File: config.mk
export PLATFORM = sky130hd
export DESIGN_NAME = rx_avail_fifo
export DESIGN_NICKNAME = d
export VERILOG_FILES = /design/src/rtl/rx_avail_fifo.sv
export SDC_FILE = /design/constraint.sdc
export NUM_CORES = 1
export LEC_CHECK = 0
export BUFFER_PORTS_ARGS = -buffer_cell sky130_fd_sc_hd__buf_2
export CAP_MARGIN = 40
export CORE_ASPECT_RATIO = 0.9
export CORE_MARGIN = 2
export CORE_UTILIZATION = 37
export CTS_CLUSTER_SIZE = 12
export DETAILED_ROUTE_END_ITERATION = 8
export SLEW_MARGIN = 20
export SYNTH_ARGS = -nofsm -noshare
export SYNTH_HDL_FRONTEND = slang
export SYNTH_SLANG_ARGS = --single-unit
File: constraint.sdc
create_clock -name clk -period 8.6 [get_ports clk]
set_input_delay 1.29 -clock clk [delete_from_list [all_inputs] [get_ports clk]]
set_output_delay 1.29 -clock clk [all_outputs]
set_load 0.01 [all_outputs]
File: src/rtl/rx_avail_fifo.sv
module rx_avail_fifo #(
  parameter int DATA_W = 16,
  parameter int DEPTH  = 16,
  localparam int AW = $clog2(DEPTH),
  localparam int CW = AW + 1
) (
  input  logic              clk,
  input  logic              rst,
  input  logic              wr_valid,
  input  logic [DATA_W-1:0] wr_data,
  input  logic              wr_eop,
  input  logic              rd_en,
  output logic [DATA_W-1:0] rd_data,
  output logic              rd_eop,
  output logic              empty,
  input  logic [CW-1:0]     thresh,
  input  logic              eop_mode,
  output logic              avail,
  output logic              overflow,
  output logic              underflow
);

  logic [DATA_W:0] mem [DEPTH];
  logic [AW-1:0]   wptr, rptr;
  logic [CW-1:0]   fill, fill_n;
  logic [CW-1:0]   tails, tails_n;
  logic            full, wr_ok, rd_ok, tail_in, tail_out;

  assign full     = (fill == CW'(DEPTH));
  assign empty    = (fill == '0);
  assign wr_ok    = wr_valid && !full;
  assign rd_ok    = rd_en && !empty;
  assign rd_data  = mem[rptr][DATA_W-1:0];
  assign rd_eop   = mem[rptr][DATA_W];
  assign tail_in  = wr_ok && wr_eop;
  assign tail_out = rd_ok && rd_eop;

  always_comb begin
    fill_n = fill;
    if (wr_ok && !rd_ok) fill_n = fill + 1'b1;
    if (rd_ok && !wr_ok) fill_n = fill - 1'b1;
    tails_n = tails;
    if (tail_in && !tail_out) tails_n = tails + 1'b1;
    if (tail_out && !tail_in) tails_n = tails - 1'b1;
  end

  always_ff @(posedge clk) begin
    if (wr_ok) mem[wptr] <= {wr_eop, wr_data};
  end

  always_ff @(posedge clk) begin
    if (rst) begin
      wptr      <= '0;
      rptr      <= '0;
      fill      <= '0;
      tails     <= '0;
      avail     <= 1'b0;
      overflow  <= 1'b0;
      underflow <= 1'b0;
    end else begin
      if (wr_ok) wptr <= wptr + 1'b1;
      if (rd_ok) rptr <= rptr + 1'b1;
      fill      <= fill_n;
      tails     <= tails_n;
      avail     <= (fill_n > thresh) || (eop_mode && tails_n != '0);
      overflow  <= overflow  || (wr_valid && full);
      underflow <= underflow || (rd_en && empty);
    end
  end

  assert_reset_R1: assert property (@(posedge clk)
    $past(rst) |-> (empty && !avail && !overflow && !underflow));

  assert_no_overflow_R3: assert property (@(posedge clk) disable iff (rst)
    (full && wr_valid && !rd_en) |=> (full && overflow && $stable(wptr)));

  assert_sticky_ovf_R3: assert property (@(posedge clk) disable iff (rst)
    overflow |=> overflow);

  assert_no_underflow_R4: assert property (@(posedge clk) disable iff (rst)
    (empty && rd_en && !wr_valid) |=> (empty && underflow && $stable(rptr)));

  assert_sticky_unf_R4: assert property (@(posedge clk) disable iff (rst)
    underflow |=> underflow);

  assert_level_R5: assert property (@(posedge clk) disable iff (rst)
    ($past(!eop_mode) && !$past(rst)) |-> (avail == (fill > $past(thresh))));

  assert_tail_hold_R6: assert property (@(posedge clk) disable iff (rst)
    ($past(eop_mode) && !$past(rst) && tails != '0) |-> avail);

  assert_tail_pair_R7: assert property (@(posedge clk) disable iff (rst)
    (tail_in && tail_out) |=> $stable(tails));

  assert_tail_bound_R7: assert property (@(posedge clk) disable iff (rst)
    tails <= fill);

endmodule

# Yosys cells after proc, flatten, opt, wreduce, memory -nomap -nowiden
# Memory sizes are Yosys's and may differ from the RTL's. A register that Yosys moved wholly into a read port is not among the register bits.
# Cells that the tools add are included.
# word_totals
memories	1
ff_bits	21
output_inout_bits	21
elab_cells	46
ramBits	272
in_bits	27
# mem_list
memory	words	word_bits	read_ports	rd_ports_with_merged_regs	wr	line_no	text
mem	16	17	1	1	1	23	logic [DATA_W:0] mem [DEPTH];
# classes
n_reduce_logical	22
n_lt_le_gt_ge	1
mux	8
eq_ne	1
addsub	6
# ops
cell	n
two-way mux 5 bit	4
logical AND 1 bit	11
adder 5 x 1 -> 5 bit (second input constant)	2
subtractor 5 x 1 -> 5 bit (second input constant)	2
adder 4 x 1 -> 4 bit (second input constant)	2
two-way mux 4 bit	2
zero test 1 bit	6
== test 5 bit (second input constant)	1
> comparator 5 bit	1
zero test 5 bit	1
nonzero test 5 bit	1
logical OR 1 bit	3
two-way mux 1 bit	2

# Logic depth before layout (Yosys ltp)
# Gate-level depths: netlist (run 1).
# depth
depth_word	11
ltp_mapped	16

# Least setup slack after synthesis (run 1)
# OpenSTA, ideal clock, no wires.
# synth_path
path_kind	in2reg
startpoint	input port wr_valid
endpoint	memory mem[1][0] (netlist bit), enable pin
cell_stages	2
required_time_ps	8165
path_slack_ps	5048
arrival_ps	3117
cell_sequence	nand2_1 nor4_1
# synth_via
elab_chain_cells	3
# synth_rtl
element	line_no	text
start: declaration	9	input logic wr_valid,
logical AND 1 bit	31	assign wr_ok = wr_valid && !full;
two-way mux 1 bit	48	if (wr_ok) mem[wptr] <= {wr_eop, wr_data};
two-way mux 1 bit (implied by the code)	48	
end: declaration	23	
# No other way between the ends.

==> results by group, run 1 <==
Pwr
  • Power density over the cells: about 250 nW/µm²
  • Reg power frac: between 40% and 50%
  • P_leak: ~4.3 nW
  • Total Power: around 3.4 mW
  • Internal power: 2.59 mW
  • Net Sw Power: 816 µW
  • Switching share of power: between 20% and 30%
  • Clock share of power: a little over a third
  • Share of power burned in combinational logic: 16.2%
  • Max IR drop VDD: around 0.00017 V

Die
  • Core footprint: about 31000 µm²
  • Effective utilization at floorplan: between 30% and 40%
  • Die W: 191 µm
  • Total die area: 33000 µm²
  • Count of pins on the block boundary: 48
  • Placement row count: approximately 60
  • Vertical die dimension: roughly 170 µm

Finish
  • Most common library cell in the layout ignoring fill and taps: edfxtp_1
  • Share of cells above drive strength 1: 30.5%
  • Final design instance area without fill: about 13000 µm²
  • Net count of the finished layout: roughly 700
  • Area overhead of the layout relative to synthesis: 15.3%
  • Post-layout utilization of the core: ~43%
  • Most used cells in the layout excluding fill and tap cells: edfxtp_1 (272), mux4_2 (82), buf_2 (49), clkbuf_16 (30), dfxtp_1 (23)
  • Antenna diode count: 0

Clock network
  • H-tree levels: 1
  • Clock transition at path regs: roughly 0.060 ns
  • Count of hold-fix buffers inserted at cts: 0
  • Total of cells resized after clock tree synthesis: 0
  • CTS tree: yes
  • Library cell used as clock root buffer: clkbuf_16
  • Number of CTS-inserted buffers: 30
  • Count of buffers added by post-CTS timing repair for setup: 0
  • Clock Path Buffers: 3
  • Worst skew pair latency: between 0.5 and 0.6 ns
  • Clock sink count: 297

Run status
  • Run status: finished clean

Routing
  • Number of remaining DRC errors: 0
  • Count of antenna-violating nets left after detailed routing: 0
  • WL/cell: 22.5 µm
  • Via Count: 5564
  • Number of vias per cell: about 5.2
  • Iter 0 DRT Violations: a little over 400
  • First drt pass iteration count: 4
  • Routed WL: around 24000 µm

Job
  • Number of violations of the max-capacitance limit: 0

Synth
  • Number of register bits inferred by synthesis: slightly below 300
  • Gate Count Post-Synth: 567
  • Count of flip-flops with a built-in enable after synthesis: about 270
  • Netlist area before placement: around 12000 µm²
  • Main synth FF type: edfxtp_1
  • Synthesized area divided by synthesized cell count: around 21 µm²
  • Warnings from Yosys: 0
  • Fraction of synthesis flops using an asynchronous set or reset pin: 0%
  • Sequential element share of the synthesized area: approximately 74%
  • Post-synth cell types: 39
  • Syn nets: 608

STA
  • Final critical delay including setup and external delays: approximately 4.5 ns
  • Slew headroom: about 45%
  • Total count of max-transition violations in the final report: 0
  • Achievable clock frequency: approximately 220 MHz
  • Final worst-path cycle share: a little over half
  • Worst Clk Skew: between 0.01 and 0.015 ns
  • Number of endpoints with negative hold slack in the final report: 0
  • Setup repair after global routing missed its margin: false
  • Final setup violation count: 0
  • Worst-margin pin slew: between 0.8 and 0.9 ns
  • Setup_tns: 0 ns

Placement
  • RePlAce Congestion: between 0.7 and 0.8
  • Count of port buffers added during placement: 47
  • Total half-perimeter wirelength after legalization and detailed placement: 14200 µm
  • Post-DP Area: about 13000 µm²

Worst setup path
  • Destination of the worst register-to-register timing path: avail
  • R2R Setup Slk: 5.09 ns
  • RR Startpoint: fill[1]
  • Top fanout value on the critical path: 32
  • Endpoint class of the critical path: output pin
  • Required time reported for the critical path endpoint: roughly 7.3 ns
  • Class of the most critical setup path: reg -> out
  • Data arrival at the endpoint of the critical path: about 3.2 ns
  • Most Frequent Cell on Critical Path: mux4_2
  • Startpoint Class: register
  • Slowest library cell on the worst path: dfxtp_4
  • Worst Reg-to-Reg Cells: 14
  • Cell Chain, Critical Path: buf_4 -> buf_16 -> mux4_2 -> mux4_2 -> buf_2
  • Max stage delay on crit path: roughly 0.61 ns

Min path
  • Hold_sp: underflow
  • Cell depth of the worst hold path: 2
  • Capture endpoint of the worst hold path: underflow
  • Min-delay worst type: reg -> reg

Global routing
  • Via count of the first global-routing pass: 6033
  • Maximum number of pins on one net before global-route repair: 39
  • Total global-route track usage: around 15%
  • Global-route wire length before repair: 36600 µm
  • Total congestion overflow: 0
  • Initial antenna violation count: 1
## worst max-delay path: cells and delay by family, from the launching register on
| family | cells | cell delay (ns) |
|---|---|---|
| muxes | 2 | 1.06 |
| buffers and inverters | 3 | 0.94 |
| DFF | 1 | 0.61 |
## power by group through the flow
stage / clock (mW) / combinational, mW / sequential, mW
3_3_place_gp: 0 / 0.527 / 1.68
2_1_floorplan: 0 / 0.413 / 1.67
5_1_grt: 1.28 / 0.601 / 1.66
6_report: 1.20 / 0.550 / 1.65
3_5_place_dp: 0 / 0.557 / 1.68
4_1_cts: 1.23 / 0.560 / 1.65
## kinds of logic (layout without fill, tap and decap cells)
family | Yosys count | after routing | synth area share [%]
buffers and inverters | 41 | 134 | 1.44
muxes | 94 | 94 | 16.8
AOI/OAI and AO/OA | 22 | 22 | 1.31
xor gates and xnor gates | 14 | 14 | 1.05
adders and majority gates | 14 | 14 | 1.50
and+or+nand+nor | 85 | 85 | 3.73
DFF | 297 | 297 | 74.1
## cell usage after synthesis (7+ instances only)
| cell | n | share of area (%) |
|---|---|---|
| and2_1 | 10 | 0.54 |
| clkbuf_1 | 17 | 0.55 |
| dfxtp_1 | 25 | 4.3 |
| edfxtp_1 | 272 | 70 |
| ha_1 | 14 | 1.5 |
| inv_1 | 16 | 0.51 |
| mux2i_1 | 12 | 1.0 |
| mux4_2 | 82 | 16 |
| nand2_1 | 17 | 0.55 |
| nor2_1 | 25 | 0.80 |
| xnor2_1 | 7 | 0.52 |
| xor2_1 | 7 | 0.52 |
## area by class of cell
class                   count  area [µm²]
fillers                  2649       17500
flip-flops and latches    297        8670
multi-input cells         229        2900
clock buffers              44         843
well taps                 409         512
repair buffers             69         428
clock inverters             5        60.1
inverters                  16        60.1
## through the flow
stage / setup slack [ns] / hold slack [ns] / instances
finish: 4.08 / 0.477 / 1069
floorplan: 5.05 / 0.468 / 567
detailed placement: 4.55 / 0.468 / 1020
global route: 3.85 / 0.507 / 1069
CTS: 3.96 / 0.484 / 1069
global placement: 4.41 / 0.446 / 1016
## flip-flops by register name, summed over array words and instances, names as in the netlist, named ones only
signal     flops
wptr           4
avail          1
underflow      1
overflow       1
rptr           4
tails          5
mem          272
fill           5
## metal layers
layer  part of all wire, %  vias up  GRT usage, %  wire, µm
met1                    42     2930          20.1     10100
met2                    50      133          24.6     12000
li1                      -     2462             -         -
met4                   2.0        2          4.55       487
met3                   5.7       37          2.27      1360
met5                 0.058        -             0        14
## worst max path at each step
stage	to	depth (start not counted)	start	slack, ns
after CTS	rd_data[14]	5	register	3.96
after global placement	rd_data[14]	4	register	4.41
after global routing	rd_data[14]	5	register	3.85
final	rd_data[0]	5	register	4.08
after detailed placement	rd_data[14]	5	register	4.55
after floorplan	mem[1][0]	2	wr_valid	5.05
Power figures use the tool's default switching activity.
==> run 2: changes to the inputs <==
clock period = 4.5 ns   (was 8.6 ns; I/O delays follow)
==> results by group, run 2 (same netlist as run 1, synthesis figures left out) <==
Run status
  • Run status: finished clean (unchanged)

Global routing
  • Global-route wire length before repair: 35800 µm (was 36600 µm)
  • Maximum number of pins on one net before global-route repair: 49 (was 39)
  • Total congestion overflow: 0 (unchanged)
  • Initial antenna violation count: 0 (was 1)
  • Via count of the first global-routing pass: 5830 (was 6033)
  • Total global-route track usage: 14.5% (was 14.8%)

Clock network
  • Number of CTS-inserted buffers: 29 (was 30)
  • Total of cells resized after clock tree synthesis: 0 (unchanged)
  • Clock transition at path regs: 0.06 ns (about the same)
  • Clock sink count: 297 (unchanged)
  • Worst skew pair latency: 0.55 ns (about the same)
  • H-tree levels: 1 (unchanged)
  • Library cell used as clock root buffer: clkbuf_16 (unchanged)
  • Clock Path Buffers: 3 (unchanged)
  • CTS tree: yes (unchanged)
  • Count of buffers added by post-CTS timing repair for setup: 0 (unchanged)
  • Count of hold-fix buffers inserted at cts: 0 (unchanged)

Worst setup path
  • Critical path's top delay family: multiplexers (unchanged)
  • Startpoint Class: register (unchanged)
  • R2R Setup Slk: 1.17 ns (was 5.09 ns)
  • Logic depth of the worst path, buffers included: 4 (was 5)
  • Slowest library cell on the worst path: dfxtp_4 (unchanged)
  • Most Frequent Cell on Critical Path: mux4_2 (unchanged)
  • Required time reported for the critical path endpoint: 3.83 ns (was 7.31 ns)
  • Max stage delay on crit path: 0.68 ns (was 0.61 ns)
  • Class of the most critical setup path: reg -> out (unchanged)
  • Endpoint class of the critical path: output pin (unchanged)
  • Cell Chain, Critical Path: buf_12 -> mux4_2 -> mux4_2 -> buf_2 (was buf_4 -> buf_16 -> mux4_2 -> mux4_2 -> buf_2)
  • Data arrival at the endpoint of the critical path: 2.93 ns (was 3.23 ns)
  • Top fanout value on the critical path: 48 (was 32)
  • WP buf/inv: 2 (was 3)
  • Critical path endpoint: rd_data[5] (was rd_data[0])
  • Destination of the worst register-to-register timing path: avail (unchanged)
  • Worst Reg-to-Reg Cells: 15 (was 14)
  • RR Startpoint: fill[0] (was fill[1])

Die
  • Placement row count: 61 (unchanged)
  • Total die area: 33000 µm² (unchanged)
  • Die W: 191 µm (unchanged)
  • Core footprint: 31000 µm² (unchanged)
  • Effective utilization at floorplan: 37.7% (unchanged)
  • Vertical die dimension: 173 µm (unchanged)
  • Count of pins on the block boundary: 48 (unchanged)

STA
  • Setup repair after global routing missed its margin: false (unchanged)
  • Final worst-path cycle share: roughly four fifths
  • Setup_tns: 0 ns (unchanged)
  • Number of endpoints with negative hold slack in the final report: 0 (unchanged)
  • Slew headroom: 63.0% (was 44.6%)
  • Total count of max-transition violations in the final report: 0 (unchanged)
  • Final setup violation count: 0 (unchanged)
  • Worst-margin pin slew: 0.555 ns (was 0.830 ns)
  • Achievable clock frequency: around 280 MHz
  • Final critical delay including setup and external delays: 3.60 ns
  • Worst Clk Skew: 0.00695 ns (was 0.0106 ns)

Min path
  • Hold_sp: rd_en (was underflow)
  • Min-delay worst type: in -> reg (was reg -> reg)

Routing
  • Iter 0 DRT Violations: 384 (was 415)
  • Count of antenna-violating nets left after detailed routing: 0 (unchanged)
  • Routed WL: 23500 µm (was 24000 µm)
  • Number of vias per cell: 5.19 (was 5.20)
  • Number of remaining DRC errors: 0 (unchanged)
  • Via Count: 5543 (was 5564)
  • WL/cell: 22.0 µm (was 22.5 µm)
  • First drt pass iteration count: 5 (was 4)

Placement
  • Inst Count DP: 1020 (unchanged)
  • RePlAce Congestion: 0.768 (was 0.740)
  • Count of port buffers added during placement: 47 (unchanged)
  • Total half-perimeter wirelength after legalization and detailed placement: 13400 µm (was 14200 µm)

Job
  • Number of violations of the max-capacitance limit: 0 (unchanged)

Pwr
  • Max IR drop VDD: 0.000290 V (was 0.000166 V)
  • P_leak: 4.24 nW (was 4.29 nW)
  • Power density over the cells: 472 nW/µm² (was 253 nW/µm²)

Finish
  • Post-route non-filler standard cell count: 1067 (was 1069)
  • Most common library cell in the layout ignoring fill and taps: edfxtp_1 (unchanged)
  • Most flop-heavy register: mem (unchanged)
  • Share of cells above drive strength 1: 29.3% (was 30.5%)
  • Top flop regs: mem: 272 flops, fill: 5 flops, tails: 5 flops (unchanged)
  • Flip-flop count of the largest register, all copies and words added: 272 (unchanged)
  • # fillers: 2689 (was 2649)
  • Most used cells in the layout excluding fill and tap cells: edfxtp_1 (272), mux4_2 (82), buf_2 (47), clkbuf_16 (29), dfxtp_1 (23) (was edfxtp_1 (272), mux4_2 (82), buf_2 (49), clkbuf_16 (30), dfxtp_1 (23))
  • Antenna diode count: 0 (unchanged)
  • Area overhead of the layout relative to synthesis: 14.4% (was 15.3%)
  • Net count of the finished layout: 683 (was 684)
## run 2: how the worst min path moves through the flow
stage	endpoint	slack, ns	cells past startpoint
2_1_floorplan	register	0.47	2
3_3_place_gp	underflow	0.45	2
3_5_place_dp	underflow	0.46	2
4_1_cts	underflow	0.43	3
5_1_grt	underflow	0.47	3
6_report	underflow	0.44	3
## run 2: per-layer routing
layer,wire [µm],track usage (%),vias up,share of wire [%]
li1,-,-,2451,-
met1,10000,19.4,2936,43
met2,12100,25.2,134,52
met3,1080,2.19,22,4.6
met4,278,3.17,0,1.2
met5,0,0,-,0
## run 2: worst min-delay path, delay by kind of cell
family	cells	cell delay (ns)
compound gates	1	0.07
buf+inv	1	0.14
simple gates	1	0.07
## run 2: layout make-up
cell class / instances / area [µm²] / area share [%]
Clock buffer: 43 / 778 / 5.82
Tap cell: 409 / 512 / 3.83
Inverter: 16 / 60.1 / 0.449
Sequential cell: 297 / 8670 / 64.8
Timing Repair Buffer: 69 / 433 / 3.24
Multi-Input combinational cell: 229 / 2890 / 21.6
Clock inverter: 4 / 31.3 / 0.234
## run 2: report_power, final
part	internal, mW	switching (mW)	leakage [nW]	total (mW)
clock	1.19	0.942	0.388	2.13
sequential	3.08	0.0973	2.66	3.18
combinational	0.520	0.485	1.19	1.00
## run 2: per-stage QoR
stage	worst slack [ns]	hold slack, ns	util [%]	total power [mW]	cell area, µm²
2_1_floorplan	1.42	0.468	-	3.97	11700
3_3_place_gp	1.30	0.446	40.5	4.22	12500
3_5_place_dp	1.21	0.460	40.6	4.26	12600
4_1_cts	0.837	0.429	43.2	6.38	13400
5_1_grt	0.730	0.472	43.2	6.58	13400
6_report	0.899	0.436	43.2	6.31	13400
==> run 3: changes to the inputs <==
clock period = 3.55 ns   (was 4.5 ns; I/O delays follow)
==> results by group, run 3 (same netlist as run 1, synthesis figures left out) <==
Worst setup path
  • Destination of the worst register-to-register timing path: avail (unchanged)
  • Endpoint class of the critical path: register (was output pin)
  • Startpoint Class: register (unchanged)
  • RR Startpoint: fill[0] (unchanged)
  • Worst Reg-to-Reg Cells: 15 (unchanged)
  • Data arrival at the endpoint of the critical path: 3.74 ns (was 2.93 ns)
  • Top fanout value on the critical path: 6 (was 48)
  • R2R Setup Slk: 0.22 ns (was 1.17 ns)
  • Class of the most critical setup path: reg -> reg (was reg -> out)
  • Required time reported for the critical path endpoint: 3.96 ns (was 3.83 ns)

STA
  • Setup_tns: 0 ns (unchanged)
  • Slew headroom: 59.9% (was 63.0%)
  • Achievable clock frequency: 301 MHz
  • Final worst-path cycle share: a little over nine tenths
  • Number of endpoints with negative hold slack in the final report: 0 (unchanged)
  • Final setup violation count: 0 (unchanged)
  • Worst Clk Skew: 0.0183 ns (was 0.00695 ns)
  • Final critical delay including setup and external delays: approximately 3.3 ns
  • Setup repair after global routing missed its margin: false (unchanged)
  • Total count of max-transition violations in the final report: 0 (unchanged)
  • Worst-margin pin slew: 0.601 ns (was 0.555 ns)

Finish
  • Post-layout utilization of the core: 43.8% (was 43.2%)
  • Flip-flop count of the largest register, all copies and words added: 272 (unchanged)
  • Area overhead of the layout relative to synthesis: 16.2% (was 14.4%)
  • Share of cells above drive strength 1: 31.3% (was 29.3%)
  • Most common library cell in the layout ignoring fill and taps: edfxtp_1 (unchanged)
  • Antenna diode count: 0 (unchanged)
  • Most used cells in the layout excluding fill and tap cells: edfxtp_1 (272), mux4_2 (82), buf_2 (47), clkbuf_16 (32), buf_4 (24) (was edfxtp_1 (272), mux4_2 (82), buf_2 (47), clkbuf_16 (29), dfxtp_1 (23))
  • Top flop regs: mem: 272 flops, fill: 5 flops, tails: 5 flops (unchanged)
  • Net count of the finished layout: 691 (was 683)
  • Most flop-heavy register: mem (unchanged)

Routing
  • Routed WL: 23900 µm (was 23500 µm)
  • Via Count: 5637 (was 5543)
  • First drt pass iteration count: 5 (unchanged)
  • Iter 0 DRT Violations: 472 (was 384)
  • Number of vias per cell: 5.20 (was 5.19)
  • WL/cell: 22.0 µm (about the same)
  • Number of remaining DRC errors: 0 (unchanged)
  • Count of antenna-violating nets left after detailed routing: 0 (unchanged)

Clock network
  • Total of cells resized after clock tree synthesis: 0 (unchanged)
  • Clock sink count: 297 (unchanged)
  • Clock transition at path regs: 0.06 ns (about the same)
  • Count of hold-fix buffers inserted at cts: 0 (unchanged)
  • Clock Path Buffers: 3 (unchanged)
  • CTS tree: yes (unchanged)
  • Worst skew pair latency: 0.56 ns (was 0.55 ns)
  • Library cell used as clock root buffer: clkbuf_16 (unchanged)
  • Count of buffers added by post-CTS timing repair for setup: 0 (unchanged)
  • H-tree levels: 1 (unchanged)
  • Number of CTS-inserted buffers: 31 (was 29)

Die
  • Core footprint: 31000 µm² (unchanged)
  • Die W: 191 µm (unchanged)
  • Effective utilization at floorplan: 37.7% (unchanged)
  • Vertical die dimension: 173 µm (unchanged)
  • Placement row count: 61 (unchanged)
  • Total die area: 33000 µm² (unchanged)
  • Count of pins on the block boundary: 48 (unchanged)

Run status
  • Run status: finished clean (unchanged)

Min path
  • Cell depth of the worst hold path: 3 (unchanged)
  • Hold_sp: rd_en (unchanged)
  • Capture endpoint of the worst hold path: underflow (unchanged)
  • Min-delay worst type: in -> reg (unchanged)

Global routing
  • Total congestion overflow: 0 (unchanged)
  • Initial antenna violation count: 0 (unchanged)
  • Maximum number of pins on one net before global-route repair: 33 (was 49)
  • Via count of the first global-routing pass: 5963 (was 5830)
  • Global-route wire length before repair: 36700 µm (was 35800 µm)
  • Total global-route track usage: 14.8% (was 14.5%)

Placement
  • Count of port buffers added during placement: 47 (unchanged)
  • RePlAce Congestion: 0.791 (was 0.768)
  • Total half-perimeter wirelength after legalization and detailed placement: 14100 µm (was 13400 µm)

Job
  • Number of violations of the max-capacitance limit: 0 (unchanged)

Pwr
  • P_leak: 4.35 nW (was 4.24 nW)
  • Max IR drop VDD: 0.000434 V (was 0.000290 V)
  • Power density over the cells: 614 nW/µm² (was 472 nW/µm²)
run 3: changes by cell type in the layout (fill, tap and decap cells not counted), sizes merged:
cell	delta
clkinvlp	+2
clkbuf	+9
buf	+6
run 3: worst max-delay path, stage by stage, from the launching register on:
cell      delay, ns
dfxtp_1        0.33
inv_1          0.10
ha_1           0.24
or4b_1         0.53
and2_1         0.27
nor2_1         0.19
o211ai_1       0.12
o21ai_0        0.14
ha_1           0.30
nor2b_1        0.14
nor3_1         0.14
o21bai_1       0.09
a21oi_1        0.14
a31oi_1        0.08
and4bb_1       0.31
a211oi_2       0.07
run 3: metrics by stage:
stage / total power, mW / worst slack [ns] / instance area (µm²) / hold slack [ns] / cells
3_3_place_gp: 5.38 / 0.379 / 12600 / 0.449 / 1026
5_1_grt: 8.67 / 0.00827 / 13600 / 0.323 / 1084
3_5_place_dp: 5.43 / 0.278 / 12600 / 0.455 / 1026
2_1_floorplan: 5.04 / 0.474 / 11700 / 0.468 / 567
6_report: 8.34 / 0.225 / 13600 / 0.306 / 1084
4_1_cts: 8.43 / 0.174 / 13600 / 0.289 / 1084
run 3: layout make-up:
class	count	area, µm²
clock buffer	52	916
multi-input combinational	229	2890
inverter	16	60.1
clock inverter	6	38.8
sequential	297	8670
timing repair buffer	75	495
tap	409	512
fill	2682	17400
run 3: metal layers:
metal	wire length [µm]	track usage, %	vias up	part of all wire (%)
met4	518	3.94	0	2.2
met3	1070	1.85	39	4.5
met1	10300	20.8	2969	43
met5	0	0	-	0
met2	12000	24.3	156	50
li1	-	-	2473	-
run 3: where the power goes:
| part | total (mW) | switching, mW | internal (mW) |
|---|---|---|---|
| Combinational | 1.32 | 0.642 | 0.677 |
| Clock | 3.00 | 1.25 | 1.75 |
| Sequential | 4.02 | 0.111 | 3.91 |
run 3: worst max path at each step:
stage | start | endpoint | slack (ns)
6_report | fill[0] | avail | 0.22
5_1_grt | fill[0] | avail | 0.008
4_1_cts | register | rd_data[5] | 0.17
3_5_place_dp | fill[0] | avail | 0.28
3_3_place_gp | fill[0] | avail | 0.38
2_1_floorplan | fill[0] | mem[1][0] | 0.47
